### src/rtl/can_fc_pkg.sv
package can_fc_pkg;
   typedef enum logic [1:0] {
      ST_ACTIVE  = 2'd0,
      ST_PASSIVE = 2'd1,
      ST_BUSOFF  = 2'd2
   } fc_state_t;
endpackage

### src/rtl/can_fc_counter.sv
module can_fc_counter #(
   parameter int W    = 8,
   parameter int STEP = 1,
   parameter bit SAT  = 1'b1
) (
   input  logic         clk,
   input  logic         rst_n,
   input  logic         clr,
   input  logic         hold,
   input  logic         inc,
   input  logic         dec,
   output logic [W-1:0] cnt
);
   localparam logic [W:0] STEP_V = (W+1)'(STEP);
   localparam logic [W:0] MAX_V  = {1'b0, {W{1'b1}}};

   if (W < 2) begin : g_bad_w
      $error("can_fc_counter: W must be at least 2");
   end
   if (STEP < 1 || STEP >= (1 << W)) begin : g_bad_step
      $error("can_fc_counter: STEP out of range");
   end

   logic [W:0]   sum;
   logic [W-1:0] inc_val;
   logic [W-1:0] nxt;

   assign sum = {1'b0, cnt} + STEP_V;

   if (SAT) begin : g_sat
      assign inc_val = (sum > MAX_V) ? MAX_V[W-1:0] : sum[W-1:0];
   end else begin : g_wrap
      assign inc_val = sum[W-1:0];
   end

   always_comb begin
      nxt = cnt;
      if (clr)                       nxt = '0;
      else if (hold)                 nxt = cnt;
      else if (inc)                  nxt = inc_val;
      else if (dec && cnt != '0)     nxt = cnt - 1'b1;
   end

   always_ff @(posedge clk) begin
      if (!rst_n) cnt <= '0;
      else        cnt <= nxt;
   end
endmodule

### src/rtl/can_fc_recovery.sv
module can_fc_recovery #(
   parameter int RUN_LEN = 11,
   parameter int RUN_CNT = 128
) (
   input  logic clk,
   input  logic rst_n,
   input  logic arm,
   input  logic bit_valid,
   input  logic bit_recessive,
   output logic done
);
   localparam int RW = $clog2(RUN_LEN + 1);
   localparam int OW = $clog2(RUN_CNT + 1);
   localparam logic [RW-1:0] RUN_LAST = RW'(RUN_LEN - 1);
   localparam logic [OW-1:0] OCC_LAST = OW'(RUN_CNT - 1);

   if (RUN_LEN < 2 || RUN_CNT < 1) begin : g_bad_cfg
      $error("can_fc_recovery: run length or run count too small");
   end

   logic [RW-1:0] run_q;
   logic [OW-1:0] occ_q;
   logic          run_end;

   assign run_end = arm && bit_valid && bit_recessive && (run_q == RUN_LAST);
   assign done    = run_end && (occ_q == OCC_LAST);

   always_ff @(posedge clk) begin
      if (!rst_n || !arm) begin
         run_q <= '0;
         occ_q <= '0;
      end else if (bit_valid) begin
         if (!bit_recessive) begin
            run_q <= '0;
         end else if (run_end) begin
            run_q <= '0;
            occ_q <= occ_q + 1'b1;
         end else begin
            run_q <= run_q + 1'b1;
         end
      end
   end
endmodule

### src/rtl/can_fault_conf.sv
module can_fault_conf
   import can_fc_pkg::*;
#(
   parameter int RX_W      = 8,
   parameter int TX_STEP   = 8,
   parameter int RX_STEP   = 1,
   parameter int WARN_LVL  = 96,
   parameter int PASS_LVL  = 127,
   parameter int RUN_LEN   = 11,
   parameter int RUN_CNT   = 128,
   localparam int TX_W     = RX_W + 1
) (
   input  logic            clk,
   input  logic            rst_n,
   input  logic            tx_err,
   input  logic            rx_err,
   input  logic            tx_ok,
   input  logic            rx_ok,
   input  logic            bit_valid,
   input  logic            bit_recessive,
   output logic [1:0]      state,
   output logic [TX_W-1:0] tx_cnt,
   output logic [RX_W-1:0] rx_cnt,
   output logic            tx_warn,
   output logic            rx_warn,
   output logic            tx_passive,
   output logic            rx_passive,
   output logic            bus_off
);
   localparam logic [TX_W-1:0] TX_WARN = TX_W'(WARN_LVL);
   localparam logic [RX_W-1:0] RX_WARN = RX_W'(WARN_LVL);
   localparam logic [TX_W-1:0] TX_PASS = TX_W'(PASS_LVL);
   localparam logic [RX_W-1:0] RX_PASS = RX_W'(PASS_LVL);
   localparam logic [TX_W-1:0] TX_OFF  = TX_W'((1 << RX_W) - 1);

   if (WARN_LVL > PASS_LVL || PASS_LVL >= (1 << RX_W) - 1) begin : g_bad_lvl
      $error("can_fault_conf: thresholds out of order");
   end

   fc_state_t st_q, st_d;
   logic      in_off;
   logic      rec_done;

   assign in_off = (st_q == ST_BUSOFF);

   can_fc_counter #(.W(TX_W), .STEP(TX_STEP), .SAT(1'b1)) u_txc (
      .clk(clk), .rst_n(rst_n), .clr(rec_done), .hold(in_off),
      .inc(tx_err), .dec(tx_ok), .cnt(tx_cnt)
   );

   can_fc_counter #(.W(RX_W), .STEP(RX_STEP), .SAT(1'b1)) u_rxc (
      .clk(clk), .rst_n(rst_n), .clr(rec_done), .hold(in_off),
      .inc(rx_err), .dec(rx_ok), .cnt(rx_cnt)
   );

   can_fc_recovery #(.RUN_LEN(RUN_LEN), .RUN_CNT(RUN_CNT)) u_rec (
      .clk(clk), .rst_n(rst_n), .arm(in_off), .bit_valid(bit_valid),
      .bit_recessive(bit_recessive), .done(rec_done)
   );

   always_comb begin
      st_d = st_q;
      if (in_off) begin
         if (rec_done) st_d = ST_ACTIVE;
      end else if (tx_cnt > TX_OFF) begin
         st_d = ST_BUSOFF;
      end else if (tx_cnt > TX_PASS || rx_cnt > RX_PASS) begin
         st_d = ST_PASSIVE;
      end else begin
         st_d = ST_ACTIVE;
      end
   end

   always_ff @(posedge clk) begin
      if (!rst_n) st_q <= ST_ACTIVE;
      else        st_q <= st_d;
   end

   assign state      = st_q;
   assign bus_off    = in_off;
   assign tx_warn    = (tx_cnt >= TX_WARN);
   assign rx_warn    = (rx_cnt >= RX_WARN);
   assign tx_passive = (tx_cnt > TX_PASS);
   assign rx_passive = (rx_cnt > RX_PASS);
endmodule

### config.mk
export PLATFORM = sky130hd
export DESIGN_NAME = can_fault_conf
export DESIGN_NICKNAME = d
export VERILOG_FILES = /design/src/rtl/can_fc_pkg.sv /design/src/rtl/can_fc_counter.sv /design/src/rtl/can_fc_recovery.sv /design/src/rtl/can_fault_conf.sv
export SDC_FILE = /design/constraint.sdc
export NUM_CORES = 1
export LEC_CHECK = 0
export ABC_AREA = 1
export BUFFER_PORTS_ARGS = -buffer_cell sky130_fd_sc_hd__buf_2
export CORE_MARGIN = 2
export CORE_UTILIZATION = 59
export CTS_BUF_LIST = sky130_fd_sc_hd__clkbuf_8
export CTS_CLUSTER_SIZE = 20
export DETAILED_ROUTE_END_ITERATION = 12
export GPL_ROUTABILITY_DRIVEN = 0
export PLACE_DENSITY = 0.79
export SYNTH_ARGS = -nofsm -noshare
export SYNTH_HDL_FRONTEND = slang
export SYNTH_SLANG_ARGS = --single-unit
### constraint.sdc
create_clock -name clk -period 2.22 [get_ports clk]
set_clock_uncertainty 0.1 [all_clocks]
set_input_delay 0.222 -clock clk [delete_from_list [all_inputs] [get_ports clk]]
set_output_delay 0.222 -clock clk [all_outputs]
set_load 0.02 [all_outputs]
==> impl_results.md <==
* Cell Chain, Critical Path: inv_1 -> ha_1 -> inv_1 -> nor2_1 -> nand2_1 -> nor3_1 -> o21ai_0 -> nand2_1 -> a21oi_1
* CTS clock-pin slew for the worst setup and hold paths at 0.06 ns
* Fmax at 523 MHz
* Final Hold Viols at 0
* Required time worst endpoint at 2.29 ns
* Most common cell after layout, fill and taps aside: nand2_1
* Initial antenna violation count at 0
* Row count at 22
* Post-DRT Antenna Nets at 0
* Total Neg Setup Slack at 0 ns
* Multi-input gate area at 1390 sq um
* DP Wirelength at 3880 um
* RSZ-0062 raised after global routing: no
* Pre-antenna DRT Iters at 4
* Power Dens Cells at 867 nW/um^2
* Ys async rst share at 0%
* Post-Place Cell Area at 2400 sq um
* Max-slew violations at 0
* Vias in the first global route at 1948
* Die height at 65.8 um
* Crit Path Class: flop to flop
* Final WL at 5170 um
* Worst slew pin tran at 0.403 ns
* Final Power at 2170 uW
* Vias post-DR at 2197
* Mapped Area at 2250 sq um
* CP max stage delay at 0.37 ns
* Post_cts resized at 0
* Post-CTS setup buffers at 0
* Seq. cell area at 621 sq um
* Gr usage total at 25.7%
* DRT iter0 DRCs at 123
* Fin crit share at 86.1%
* CTS H-tree lvls at 2
* Relative slew slack at 73.1%
* Worst-Skew Late Latency at 0.28 ns
* Synth Register Bits at 31
* Initial Util at 61.4%
* Total gr overflow at 0
* Layout cells sized above 1 at 17.6%
* Synth cell types at 41
* Die footprint at 4320 sq um
* Final Cell Area at 2500 sq um
* Top-level I/O count at 32
* Final setup violation count at 0
* Layout Utilization at 68.4%
* Max_cap viols at 0
* Maximum buffer depth of the clock tree at 2
* Clk root buf: clkbuf_8
* Hold Path Class: input pin to flop
* Routed wire per std cell at 12.6 um
* CTS Buf Count at 5
* Vias per cell at 5.35
* First-pass GRT wire length at 8620 um
* ANT cells at 0
* Post-synth EDFFs at 0
* Post-synth top flop: dfxtp_1
* Minimum clock period at 1.91 ns
* Synth-to-Final Area Change at 11.3%
* Synth Area per Inst at 6.76 sq um
* CP Capture Type: flop
* R2R setup slack at 0.31 ns
* Outcome: completed
* Largest net degree at the start of global routing at 15
* Synth warnings at 0
* Mapped Nets at 353
* Worst Setup Start Kind: flop
* CORE AREA at 3660 sq um
* Remaining routing DRC violations at 0
* CP max FO at 8
* Hold_ws at 0.129 ns
* Sequential area share after synthesis at 27.6%
* Die W at 65.8 um
* Cells after Synth at 333
* Worst IR Drop VDD at 0.000520 V
* Hold-fix buffer count after cts at 0
* Clock Sink Count at 31
* TritonCTS clock tree: yes
* Most frequent cells in the layout: nand2_1 (64), inv_1 (43), nor2_1 (36)
* Fill cells at 349
* Port bufs at 31
* WP data arrival at 1.98 ns
* Critical-path top delay cell: dfxtp_1
* Final net count at 383
* Leakage power total at 0.00119 uW
[Yosys cell counts, types with 3 or more instances]
library cell   n  area, sq um
o21ai_0       24          120
o21ai_1        3         15.0
xor2_1         7         61.3
nor3_1         6         30.0
nand2_1       64          240
nand2_2        3         18.8
ha_1          12          150
nor2_1        36          135
a21oi_1       22          110
nor2_4         3         33.8
dfxtp_1       31          621
xnor2_1        3         26.3
o22ai_1        4         25.0
nand4_1        8         50.1
inv_2          6         22.5
buf_6          4         45.0
nand3_1       25          125
inv_1         42          158
[state kept, by name (all words and copies together) (netlist names)]
| signal | flops |
|---|---|
| u_rxc.cnt | 8 |
| u_rec.run_q | 4 |
| state | 2 |
| u_txc.cnt | 9 |
| u_rec.occ_q | 8 |
[layer usage]
layer	wire length (um)	GRT usage [%]	share of wire [%]
met2	2490	44.1	48
met4	54	7.81	1.0
met5	0	0	0
met1	2440	32.4	47
met3	185	4.79	3.6
[where the power goes]
part	leakage (uW)	switching (uW)	total (uW)	internal, uW
registers	0.000254	139	768	629
clock network	0.0000554	197	521	324
logic	0.000878	575	882	308
total	0.00119	911	2170	1260
[cell families after synthesis]
logic type      after synthesis  synth area share (%)
fa+ha+maj                    12                  6.67
xor+xnor                     10                  3.89
buf+inv                      56                  10.8
compound gates               66                  17.7
simple gates                158                  33.4
flops                        31                  27.6
[cell type report]
| type | instances | area share (%) |
|---|---|---|
| Inverter | 48 | 7.19 |
| Clock inverter | 2 | 1.35 |
| Clock buffer | 5 | 2.75 |
| Timing Repair Buffer | 31 | 6.19 |
| Sequential cell | 31 | 24.8 |
| Multi-Input combinational cell | 246 | 55.3 |
| Tap cell | 48 | 2.40 |
[per-stage QoR]
stage	setup slack, ns	instances
after floorplan	0.495	333
after global placement	0.383	404
after detailed placement	0.358	404
after CTS	0.331	411
after global routing	0.111	411
final	0.309	411
[path summary, 6_finish.rpt]
check	from	end	cells past startpoint
hold / removal	rst_n	state[0]$_SDFFE_PN0P_	3
setup / recovery	u_rxc.cnt[0]$_SDFFE_PP0P_	u_rxc.cnt[6]$_SDFFE_PP0P_	9
hold reg to reg	u_rec.occ_q[4]$_SDFFE_PP0P_	u_rec.occ_q[4]$_SDFFE_PP0P_	2
setup reg to reg	u_rxc.cnt[0]$_SDFFE_PP0P_	u_rxc.cnt[6]$_SDFFE_PP0P_	9
[worst max-delay path, delay by kind of cell (launching register included)]
family	cells	cell delay (ns)
buf+inv	2	0.27
fa+ha+maj	1	0.20
compound gates	2	0.18
simple gates	4	0.68
flops	1	0.37
Power figures use the tool's default switching activity.
